--- src/rtl/sa_duplex_pkg.sv ---
package sa_duplex_pkg;
  localparam int unsigned WORD_W = 32;
  typedef logic [WORD_W-1:0] word_t;

  // width code: 0 -> 16, 1 -> 24, 2/3 -> 32
  function automatic logic [5:0] chan_bits(input logic [1:0] sel);
    case (sel)
      2'd0:    return 6'd16;
      2'd1:    return 6'd24;
      default: return 6'd32;
    endcase
  endfunction

  function automatic word_t word_mask(input logic [1:0] sel);
    word_t ones;
    ones = '1;
    return ones >> (WORD_W - chan_bits(sel));
  endfunction

  // move the active low-order field up to the top of the shift register
  function automatic word_t msb_align(input word_t w, input logic [1:0] sel);
    return w << (WORD_W - chan_bits(sel));
  endfunction
endpackage

--- src/rtl/sa_sync.sv ---
module sa_sync #(
  parameter int STAGES = 2
) (
  input  logic clk,
  input  logic rst_n,
  input  logic d,
  output logic q
);
  logic [STAGES-1:0] pipe;

  always_ff @(posedge clk or negedge rst_n) begin
    if (!rst_n) pipe <= '0;
    else        pipe <= {pipe[STAGES-2:0], d};
  end

  assign q = pipe[STAGES-1];
endmodule

--- src/rtl/sa_ws_detect.sv ---
module sa_ws_detect (
  input  logic clk,
  input  logic rst_n,
  input  logic sck_rise,
  input  logic ws_lvl,
  input  logic ws_pol,
  output logic ws_edge,
  output logic ws_valid
);
  logic ws_q;
  logic seen_q;

  always_ff @(posedge clk or negedge rst_n) begin
    if (!rst_n) begin
      ws_q   <= 1'b0;
      seen_q <= 1'b0;
    end else if (sck_rise) begin
      ws_q   <= ws_lvl;
      seen_q <= 1'b1;
    end
  end

  assign ws_edge  = sck_rise && seen_q && (ws_lvl != ws_q);
  assign ws_valid = ws_edge && (ws_lvl == ws_pol);
endmodule

--- src/rtl/sa_tx_path.sv ---
module sa_tx_path
  import sa_duplex_pkg::*;
(
  input  logic       clk,
  input  logic       rst_n,
  input  logic       en,
  input  logic [1:0] width_sel,
  input  logic       sck_fall,
  input  logic       ws_edge,
  input  logic       ws_valid,
  input  word_t      wdata,
  input  logic [1:0] wr,          // [0] left, [1] right
  output logic       sd,
  output logic       load_now,
  output logic       load_stb,
  output logic       load_right,
  output logic       underflow
);
  word_t      buf_q  [2];
  logic [1:0] full_q;
  word_t      shreg;
  logic       active_q, pend_q, side_q;

  assign load_now = en && active_q && pend_q && sck_fall;

  for (genvar i = 0; i < 2; i++) begin : g_slot
    always_ff @(posedge clk or negedge rst_n) begin
      if (!rst_n) begin
        buf_q[i]  <= '0;
        full_q[i] <= 1'b0;
      end else if (wr[i]) begin
        buf_q[i]  <= wdata;
        full_q[i] <= 1'b1;
      end else if (load_now && (side_q == 1'(i))) begin
        full_q[i] <= 1'b0;
      end
    end
  end

  always_ff @(posedge clk or negedge rst_n) begin
    if (!rst_n) begin
      active_q   <= 1'b0;
      pend_q     <= 1'b0;
      side_q     <= 1'b0;
      shreg      <= '0;
      load_stb   <= 1'b0;
      load_right <= 1'b0;
      underflow  <= 1'b0;
    end else begin
      load_stb <= 1'b0;
      if (!en) begin
        active_q  <= 1'b0;
        pend_q    <= 1'b0;
        underflow <= 1'b0;
      end else begin
        if (ws_edge) begin
          if (active_q) begin
            pend_q <= 1'b1;
          end else if (ws_valid) begin
            active_q <= 1'b1;
            pend_q   <= 1'b1;
            side_q   <= 1'b0;
          end
        end
        if (load_now) begin
          shreg      <= msb_align(buf_q[side_q], width_sel);
          load_stb   <= 1'b1;
          load_right <= side_q;
          side_q     <= ~side_q;
          pend_q     <= 1'b0;
          if (!full_q[side_q]) underflow <= 1'b1;
        end else if (active_q && sck_fall) begin
          shreg <= {shreg[WORD_W-2:0], 1'b0};
        end
      end
    end
  end

  assign sd = active_q & shreg[WORD_W-1];
endmodule

--- src/rtl/sa_rx_path.sv ---
module sa_rx_path
  import sa_duplex_pkg::*;
(
  input  logic       clk,
  input  logic       rst_n,
  input  logic       en,
  input  logic [1:0] width_sel,
  input  logic       sck_rise,
  input  logic       ws_edge,
  input  logic       ws_valid,
  input  logic       sd,
  input  logic [1:0] rd,          // [0] left, [1] right
  output word_t      left_q,
  output word_t      right_q,
  output logic       store_now,
  output logic       store_stb,
  output logic       store_right,
  output logic       overflow
);
  word_t               buf_q [2];
  logic [1:0]          unread_q;
  logic [WORD_W-2:0]   acc_q;
  word_t               acc_next;
  logic                active_q, side_q;

  assign acc_next  = {acc_q, sd};
  assign store_now = en && active_q && sck_rise && ws_edge;

  for (genvar i = 0; i < 2; i++) begin : g_slot
    always_ff @(posedge clk or negedge rst_n) begin
      if (!rst_n) begin
        buf_q[i]    <= '0;
        unread_q[i] <= 1'b0;
      end else if (store_now && (side_q == 1'(i))) begin
        buf_q[i]    <= acc_next & word_mask(width_sel);
        unread_q[i] <= 1'b1;
      end else if (rd[i]) begin
        unread_q[i] <= 1'b0;
      end
    end
  end

  always_ff @(posedge clk or negedge rst_n) begin
    if (!rst_n) begin
      active_q    <= 1'b0;
      side_q      <= 1'b0;
      acc_q       <= '0;
      store_stb   <= 1'b0;
      store_right <= 1'b0;
      overflow    <= 1'b0;
    end else begin
      store_stb <= 1'b0;
      if (!en) begin
        active_q <= 1'b0;
        overflow <= 1'b0;
      end else if (!active_q) begin
        if (ws_valid) begin
          active_q <= 1'b1;
          side_q   <= 1'b0;
          acc_q    <= '0;
        end
      end else if (store_now) begin
        store_stb   <= 1'b1;
        store_right <= side_q;
        side_q      <= ~side_q;
        acc_q       <= '0;
        if (unread_q[side_q]) overflow <= 1'b1;
      end else if (sck_rise) begin
        acc_q <= acc_next[WORD_W-2:0];
      end
    end
  end

  assign left_q  = buf_q[0];
  assign right_q = buf_q[1];
endmodule

--- src/rtl/sa_duplex_engine.sv ---
module sa_duplex_engine
  import sa_duplex_pkg::*;
#(
  parameter int SYNC_STAGES = 2
) (
  input  logic        clk,
  input  logic        rst_n,
  input  logic        sck,
  input  logic        ws,
  input  logic        sd_in,
  output logic        sd_out,
  input  logic        tx_en,
  input  logic        rx_en,
  input  logic        ws_pol,
  input  logic [1:0]  width_sel,
  input  logic [31:0] tx_wdata,
  input  logic        tx_wr_left,
  input  logic        tx_wr_right,
  output logic        tx_load_stb,
  output logic        tx_load_right,
  output logic        tx_underflow,
  output logic [31:0] rx_left_q,
  output logic [31:0] rx_right_q,
  input  logic        rx_rd_left,
  input  logic        rx_rd_right,
  output logic        rx_store_stb,
  output logic        rx_store_right,
  output logic        rx_overflow
);
  localparam int N_IN = 3;   // sck, ws, sd_in

  logic [N_IN-1:0] raw_in, syn_in;
  logic            sck_s, ws_s, sd_s, sck_d;
  logic            sck_rise, sck_fall;
  logic            ws_edge, ws_valid;
  logic            tx_load_now, rx_store_now;

  assign raw_in = {sd_in, ws, sck};

  for (genvar i = 0; i < N_IN; i++) begin : g_sync
    sa_sync #(.STAGES(SYNC_STAGES)) u_sync (
      .clk(clk), .rst_n(rst_n), .d(raw_in[i]), .q(syn_in[i])
    );
  end

  assign {sd_s, ws_s, sck_s} = syn_in;

  always_ff @(posedge clk or negedge rst_n) begin
    if (!rst_n) sck_d <= 1'b0;
    else        sck_d <= sck_s;
  end

  assign sck_rise = sck_s & ~sck_d;
  assign sck_fall = ~sck_s & sck_d;

  sa_ws_detect u_ws (
    .clk(clk), .rst_n(rst_n), .sck_rise(sck_rise), .ws_lvl(ws_s),
    .ws_pol(ws_pol), .ws_edge(ws_edge), .ws_valid(ws_valid)
  );

  sa_tx_path u_tx (
    .clk(clk), .rst_n(rst_n), .en(tx_en), .width_sel(width_sel),
    .sck_fall(sck_fall), .ws_edge(ws_edge), .ws_valid(ws_valid),
    .wdata(tx_wdata), .wr({tx_wr_right, tx_wr_left}), .sd(sd_out),
    .load_now(tx_load_now), .load_stb(tx_load_stb),
    .load_right(tx_load_right), .underflow(tx_underflow)
  );

  sa_rx_path u_rx (
    .clk(clk), .rst_n(rst_n), .en(rx_en), .width_sel(width_sel),
    .sck_rise(sck_rise), .ws_edge(ws_edge), .ws_valid(ws_valid),
    .sd(sd_s), .rd({rx_rd_right, rx_rd_left}),
    .left_q(rx_left_q), .right_q(rx_right_q),
    .store_now(rx_store_now), .store_stb(rx_store_stb),
    .store_right(rx_store_right), .overflow(rx_overflow)
  );
endmodule

--- config.mk ---
export PLATFORM = sky130hd
export DESIGN_NAME = sa_duplex_engine
export DESIGN_NICKNAME = d
export VERILOG_FILES = /design/src/rtl/sa_duplex_pkg.sv /design/src/rtl/sa_sync.sv /design/src/rtl/sa_ws_detect.sv /design/src/rtl/sa_tx_path.sv /design/src/rtl/sa_rx_path.sv /design/src/rtl/sa_duplex_engine.sv
export SDC_FILE = /design/constraint.sdc
export NUM_CORES = 1
export LEC_CHECK = 0
export CORE_MARGIN = 5
export CORE_UTILIZATION = 55
export CTS_CLUSTER_DIAMETER = 50
export DETAILED_ROUTE_END_ITERATION = 8
export PLACE_DENSITY = 0.86
export SLEW_MARGIN = 20
export SYNTH_ARGS = -nofsm -noshare
export SYNTH_HDL_FRONTEND = slang
export SYNTH_SLANG_ARGS = --single-unit
--- constraint.sdc ---
create_clock -name clk -period 2.2 [get_ports clk]
set_clock_uncertainty 0.15 [all_clocks]
set_input_delay 0.33 -clock clk [delete_from_list [all_inputs] [get_ports clk]]
set_output_delay 0.33 -clock clk [all_outputs]
set_load 0.05 [all_outputs]
Yosys cells after proc, flatten, opt, wreduce, memory -nomap -nowiden
Index checks and enable logic that the tools add are counted.
- register bits after elaboration: 215
- latch bits: 0
- bits in writable memories: 0
- ROM bits: 0
- input port bits: 46
- output and inout bits: 71
- word-level logic and storage cells: 147
- memories: 0
- add/sub/neg operators: 3
- $mul: 0
- divide/modulo/power cells: 0
- magnitude comparators: 3
- equal/unequal tests: 14
- shift operators: 3
- mux-type cells: 55
- bitwise operators: 10
- reductions and logical operators: 32
- operator list (kind ; count):
    32-bit two-way mux ; 5
    31-bit two-way mux ; 4
    32-bit AND ; 2
    32-bit by 32-bit right shift with 32-bit output (first input constant) ; 2
    1-bit two-way mux ; 41
    32-bit by 32-bit << shifter with 32-bit output ; 1
    6-bit two-way mux ; 4
    6-bit by 6-bit subtractor with 7-bit output (first input constant) ; 3
    2-bit nonzero test ; 8
    1-bit logical AND ; 14
    2-bit by 1-bit != test with 1-bit output (second input constant) ; 7
    6-bit one-hot mux with 2 select lines ; 1
    3-bit AND reduction ; 4
    2-bit AND reduction ; 4
    3-bit by 1-bit != test with 1-bit output (second input constant) ; 2
    1-bit by 2-bit < comparator with 1-bit output (second input constant) ; 2
    4-bit by 1-bit != test with 1-bit output (second input constant) ; 1
    1-bit inverter ; 4
    4-bit AND reduction ; 1
    1-bit AND ; 3
    2-bit by 1-bit == test with 1-bit output (second input constant) ; 1
    2-bit >= comparator (second input constant) ; 1
    2-bit logical NOT ; 1
    2-bit != test (second input constant) ; 1
    3 further kinds ; 3

Longest topological paths before layout
Gate-level depths: netlist of run 1.
- depth after elaboration: 10
- depth in mapped cells: 6
- mapped depth without buffers: 5

By module
Synthesis of run 1 repeated with hierarchy kept, for this count alone.
- cell total of the unflattened synthesis: 709
- area total of the unflattened synthesis: 9062.4 um^2
- by module, submodules not included (module ; times used ; cells each ; area an instance (um^2) ; sequential area each (um^2)):
    sa_tx_path ; 1 ; 402 ; 4890.9 ; 2602.5
    sa_rx_path ; 1 ; 288 ; 3876.2 ; 2552.4
    sa_sync ; 3 ; 2 ; 50.0 ; 50.0
    sa_ws_detect ; 1 ; 10 ; 105.1 ; 50.0
    sa_duplex_engine ; 1 ; 3 ; 40.0 ; 25.0

Worst setup path before layout of run 1
Ideal clock, no wire load.
- path kind: register to register
- from: register u_tx.side_q
- to: register u_tx.shreg[26]
- library setup time: 0.124 ns
- arrival time: 1.504 ns
- required time: 1.926 ns
- setup slack: 0.422 ns
- cell stages (with the launch flop): 7
- buffers on the path: 2
- period minus slack after synthesis: 1.778 ns
- cells stage by stage: dfrtp_1 -> buf_2 -> buf_2 -> mux4_2 -> o22ai_1 -> o21ai_0 -> o31a_1
- longest elaborated chain between the ends: 6
- ends and longest elaborated chain (what ; RTL line ; RTL):
    start, declared ; sa_tx_path.sv:22 ; logic active_q, pend_q, side_q;
    start signal, assigned ; sa_tx_path.sv:69 ; side_q <= ~side_q;
    1-bit inverter with 2-bit output (implied by the code) ; sa_tx_path.sv:66 ; shreg <= msb_align(buf_q[side_q], width_sel);
    32-bit two-way mux (implied by the code) (3 in series) ; sa_tx_path.sv:66 ;
    32-bit by 32-bit << shifter with 32-bit output ; sa_duplex_pkg.sv:22 ; return w << (WORD_W - chan_bits(sel));
    32-bit two-way mux ; sa_tx_path.sv:65 ; if (load_now) begin
    end signal, assigned ; sa_tx_path.sv:66 ;
    end signal, assigned ; sa_tx_path.sv:73 ; shreg <= {shreg[WORD_W-2:0], 1'b0};
    end, declared ; sa_tx_path.sv:21 ; word_t shreg;
No other way between the ends. The select of a mux whose other input is x is not followed.
A chain may end at the register's enable or synchronous reset.

Final worst setup path of run 1
- from: register u_rx.buf_q, in the netlist u_rx.left_q[28]
- to: output port rx_left_q[28]
- RTL lines (what ; RTL line ; RTL):
    start, declared ; sa_rx_path.sv:20 ; word_t buf_q [2];
    start signal, assigned by index ; sa_rx_path.sv:35 ; buf_q[i] <= acc_next & word_mask(width_sel);
    end, declared ; sa_duplex_engine.sv:22 ; output logic [31:0] rx_left_q,
No word-level cell between the ends.

==> metrics, run 1 <==
Worst-Margin Slew=between 500 and 600 ps; Rel. slew slack=0.613; initial antenna violation count=0; Largest delay share family, worst path=buffers and inverters; outcome=finished clean; via count of the first global-routing pass=6300; Die X=approximately 140 um; layout cells sized above 1=0.203; Port Buf Inserts=116; gr usage total=0.210; HP Class=in -> reg; io pins=about 120; total CTS buffers=22; Leak=0.00531 uW; MaxCap Viol Count=0; sum of buffers and inverters on the critical path=1; period utilization=0.993; hold depth=1; syn_area_per_cell=12.4 um2; Reg2Reg Setup Slack=~230 ps; syn_nets=765; synthesized flop and latch total=around 220; Sink Count=between 200 and 250; hold path endpoint=g_sync[1].u_sync.pipe[0]$_DFF_PN0_; Final Hold Viols=0; Worst path slowest cell=clkdlybuf4s50_1; post-synthesis sequential area ratio=0.601; Setup Buffers After CTS=0; Core Area=0.0159 mm2; Setup crit start kind=flip-flop; Vias/cell=5.76; synth unique cells=40; Crit Path Max Fanout=2; CP peak stage delay=between 800 and 900 ps; DR vias=between 6000 and 7000; Inst Count DP=about 1000; clk slew on worst S/H paths=~60 ps; clock insertion delay at the later pin of the skew report=about 500 ps; CTS tree=yes; DRT antenna net count=0; fraction of registers with async set/reset=1.00; total wire length=19.7 mm; Iter 0 DRT Violations=roughly 470; Top FF cell, synth=dfrtp_1; Reg2Reg Capture Point=u_rx.right_q[0]$_DFFE_PN0P_; Final TNS setup=0 ps; min-delay src=ws; Pwr Density=slightly below 800 mW/mm2; DRT Pass-1 Iters=5; FF-to-FF Start=u_ws.ws_q$_DFFE_PN0N_; Post-Syn Area=around 0.0089 mm2; fmax=between 0.4 and 0.5 GHz; nets=about 890; die height=about 140 um; DRC=0; grt ovf=0; layout overhead on the synthesized area=26.7%; fin. max-slew vios=0; Worst EP required=between 1500 and 2000 ps; Initial Util=0.561; Critical Path AT=around 1700 ps; Tmin final=about 2200 ps; Die Area=between 0.015 and 0.02 mm2; n_diodes=0; H-tree depth=1; worst vdd ir=between 700 and 800 uV; Post-synth EDFFs=0; Root Buffer=clkbuf_16; critical path type=reg -> out; largest net degree at the start of global routing=slightly above 70; Yosys warning count=0; site row count=between 40 and 50; GP Congestion=roughly 0.83; Clock Path Buffers=3; Post-Layout Cell Count=between 1000 and 1500; Critical Path, Cell by Cell=clkdlybuf4s50_1; final number of setup-violating endpoints=0; Reg2Reg Depth=4; first-pass GRT wire length=between 30 and 40 mm; Worst setup EP type=output pin; Detailed Place HPWL=around 13 mm; wire per inst=around 18 um; Gate Count Post-Synth=719
## cells in the final DEF (no fill, tap or decap), drive strengths merged, types with 2 or more instances in the layout
cell type	n
dlymetal6s2s	15
buf	33
nand4b	2
and2	3
a31o	6
a22o	31
clkinv	5
dfrtp	215
a2bb2oi	8
mux4	3
bufinv	2
o22ai	9
a211oi	6
nand3b	2
nand2b	12
a221oi	15
o21a	3
o21ai	73
o31a	2
nand2	87
mux2i	12
clkdlybuf4s50	98
inv	7
a21oi	8
mux2	122
clkbuf	33
nor2b	9
nor2	23
nand3	2
## per-layer routing
| layer | vias to the layer above | GRT usage | wire [um] |
|---|---|---|---|
| met2 | 193 | 0.342 | 9630 |
| met4 | 0 | 0.0576 | 479 |
| met3 | 46 | 0.0303 | 1110 |
| met5 | - | 0 | 0 |
| li1 | 2821 | - | - |
| met1 | 3131 | 0.296 | 8440 |
## repair_timing
action,in CTS,in global routing
pin swaps,0,0
cloned,0,0
hold buffers,1,0
endpoints found under the hold margin,62,0
gates resized for setup,1,15
endpoints found under the setup margin,1,15
## per-stage QoR
stage | area (um2) | worst slack (ps) | utilization | hold slack (ps) | total power (uW)
final | 11300 | 15.4 | 0.711 | 127 | 8920
after global routing | 11300 | -19.0 | 0.711 | 113 | 9290
after CTS | 11300 | 9.81 | 0.708 | 111 | 8990
after detailed placement | 10500 | 114 | 0.661 | 187 | 5220
after global placement | 10500 | 179 | 0.661 | 183 | 5180
after floorplan | 8940 | 422 | - | -116 | 4840
## area by class of cell
type                       count  area (um2)
timing repair buffer         149        1570
clock inverter                 8        92.6
inverter                       7        26.3
multi-input combinational    447        3340
clock buffer                  32         649
tap                          216         270
fill                        1113        4610
sequential                   215        5380
## worst max-delay path by stage
stage	start	end	slack [ps]	cells past startpoint
after CTS	u_rx.left_q[21]$_DFFE_PN0P_	rx_left_q[21]	10	1
after global routing	u_rx.left_q[28]$_DFFE_PN0P_	rx_left_q[28]	-20	1
after global placement	ws_pol	u_rx.acc_q[6]$_DFFE_PN0P_	180	6
after floorplan	u_tx.side_q$_DFFE_PN0P_	u_tx.shreg[26]$_DFFE_PN0P_	420	6
final	u_rx.left_q[28]$_DFFE_PN0P_	rx_left_q[28]	20	1
after detailed placement	ws_pol	u_rx.acc_q[6]$_DFFE_PN0P_	110	6
## sequential cells by signal, summed over array words and instances, names as in the netlist, 2 cells and up
register / cells
u_tx.shreg: 32
u_rx.unread_q: 2
u_rx.left_q: 32
g_sync.u_sync.pipe: 6
u_rx.acc_q: 31
u_tx.buf_q: 64
u_tx.full_q: 2
u_rx.right_q: 32
## where the power goes
group / internal, uW / leakage [uW] / switching (uW)
clock: 2280 / 0.000366 / 1480
combinational: 429 / 0.00214 / 422
sequential: 4170 / 0.00280 / 129
## cell usage after synthesis, types with 6 or more instances
| cell type | n | share of area |
|---|---|---|
| mux2_1 | 31 | 0.039 |
| nor2_1 | 23 | 0.0097 |
| clkbuf_1 | 30 | 0.013 |
| nand2b_1 | 12 | 0.0084 |
| nor2b_1 | 9 | 0.0063 |
| a31o_2 | 6 | 0.0059 |
| mux2i_1 | 12 | 0.013 |
| a221oi_1 | 15 | 0.015 |
| o22ai_1 | 9 | 0.0063 |
| o21ai_0 | 64 | 0.036 |
| a211oi_1 | 6 | 0.0050 |
| a21oi_1 | 7 | 0.0039 |
| inv_1 | 7 | 0.0029 |
| a2bb2oi_1 | 8 | 0.0078 |
| nand2_1 | 87 | 0.037 |
| a22o_1 | 31 | 0.030 |
| mux2_2 | 91 | 0.11 |
| o21ai_1 | 9 | 0.0050 |
| dfrtp_1 | 215 | 0.60 |
| buf_2 | 15 | 0.0084 |
## cells by family (layout without fill, tap and decap cells)
family,count (synthesis),after routing,synth area share
buffers and inverters,57,196,0.0273
muxes,137,137,0.175
and+or+nand+nor,145,145,0.0729
xor gates and xnor gates,1,1,0.000979
DFF,215,215,0.601
AOI/OAI and AO/OA,164,164,0.123
(Power assumes the default switching activity.)
==> run 2, diff against run 1 <==
- CAP_MARGIN: unset -> 20
- CORE_ASPECT_RATIO: unset -> 0.75
- SKIP_LAST_GASP: unset -> 1
==> metrics, run 2 (synthesis results as in run 1) <==
Setup crit start kind=flip-flop; largest net degree at the start of global routing=80; commonest non-fill, non-tap cell in the layout=dfrtp_1; initial antenna violation count=0; commonest cells after routing, fill and taps aside=dfrtp_1 (214), clkdlybuf4s50_1 (96), mux2_2 (91); n_diodes=0; Port Buf Inserts=between 100 and 150; GP Congestion=about 0.88; Iter 0 DRT Violations=roughly 640; period utilization=0.987; total wire length=20.5 mm; Die Area=about 0.019 mm2; Worst-Margin Slew=around 570 ps; HP Class=in -> reg; Biggest register=u_tx.buf_q; Vias/cell=slightly below 6; sum of buffers and inverters on the critical path=1; H-tree depth=1; site row count=40; Largest delay share family, worst path=buffers and inverters; Clock Path Buffers=3; DR vias=just over 6000; Leak=approximately 0.0053 uW; DRT Pass-1 Iters=6; critical path type=reg -> out; outcome=finished clean; Core Area=around 0.016 mm2; Critical Path, Cell by Cell=clkdlybuf4s50_1; wire per inst=between 15 and 20 um; final number of setup-violating endpoints=0; Worst setup EP type=output pin; MaxCap Viol Count=0; total CTS buffers=21; hold depth=1; PnR worst setup slack=~28 ps; Final Hold Viols=0; CTS tree=yes; Detailed Place HPWL=approximately 14 mm; Pwr Density=775 mW/mm2; Critical Path AT=between 1500 and 2000 ps; Reg2Reg Depth=4; Rel. slew slack=0.618; Sink Count=approximately 220; Root Buffer=clkbuf_16; clk slew on worst S/H paths=~60 ps; io pins=roughly 120; max reg flops=64; Worst path slowest cell=clkdlybuf4s50_1; Worst path depth=1; Crit Path Max Fanout=2; first-pass GRT wire length=between 30 and 40 mm; hold slack final=around 140 ps; clock insertion delay at the later pin of the skew report=roughly 500 ps; grt ovf=0; Final TNS setup=0 ps; fin. max-slew vios=0; Tmin final=between 2000 and 2500 ps; Die X=roughly 160 um; Worst EP required=1720 ps; gr usage total=0.217; Initial Util=0.560; CP peak stage delay=around 820 ps; DRC=0; via count of the first global-routing pass=~6300; die height=roughly 120 um; worst vdd ir=515 uV; Setup Buffers After CTS=0; layout cells sized above 1=0.200; DP Worst Slack=125 ps; fmax=between 0.4 and 0.5 GHz; Fillers=~1100; nets=around 890; DRT antenna net count=0; layout overhead on the synthesized area=25.8%
run 2: changes by cell type in the layout (fill, tap and decap cells not counted), sizes merged:
cell and change:
buf +1, clkbuf -2, clkdlybuf4s50 -2, clkinv -2
clkinvlp -1, dlygate4sd2 +3, dlymetal6s2s -1, inv +1
run 2: final cells by class:
class                   instances  area [um2]  share of cell area
clock inverters                 6        83.8             0.00745
flip-flops and latches        215        5380               0.478
clock buffers                  30         589              0.0524
multi-input cells             447        3340               0.296
repair buffers                150        1580               0.140
inverters                       7        26.3             0.00233
well taps                     210         263              0.0233
run 2: path summary, 6_finish.rpt:
path	start	to	slack [ps]
max in group asynchronous	rst_n	u_rx.right_q[7]$_DFFE_PN0P_	1020
worst min-delay path	sd_in	g_sync[2].u_sync.pipe[0]$_DFF_PN0_	140
worst min register to register	g_sync[0].u_sync.pipe[0]$_DFF_PN0_	g_sync[0].u_sync.pipe[1]$_DFF_PN0_	200
worst max-delay path	u_rx.left_q[17]$_DFFE_PN0P_	rx_left_q[17]	30
worst max register to register	u_ws.ws_q$_DFFE_PN0N_	u_rx.left_q[9]$_DFFE_PN0P_	260
min in group asynchronous	rst_n	u_tx.buf_q[57]$_DFFE_PN0P_	160
run 2: what timing repair did:
action                                  4_1_cts  5_1_grt
hold buffers                                  1        0
endpoints found under the setup margin        4       18
gates resized for setup                       4       15
endpoints found under the hold margin        68        0
pin swaps                                     0        0
run 2: metrics by stage:
step	instances	utilization	total power (uW)	cell area (um2)
floorplan	719	-	4840	8940
global placement	1028	0.660	5200	10500
detailed placement	1028	0.660	5230	10500
CTS	1065	0.703	8790	11200
global route	1065	0.705	9050	11300
finish	1065	0.705	8730	11300
run 2: layer usage:
layer  vias up  wire length (um)  track usage
met3        38              1350       0.0444
met2       226              9360        0.324
met1      3143              9240        0.327
met5         -                 0            0
li1       2800                 -            -
met4         0               503       0.0586
run 2: where the power goes:
group | total, uW | switching [uW] | leakage, uW | internal, uW
clock | 3560 | 1460 | 0.000332 | 2100
sequential | 4310 | 137 | 0.00280 | 4170
combinational | 860 | 430 | 0.00214 | 429
total | 8730 | 2030 | 0.00527 | 6700
==> run 3, diff against run 2 <==
- CAP_MARGIN: 20 -> unset
==> results of run 3 <==
No change in the layout: final DEF, timing and power equal those of run 2.
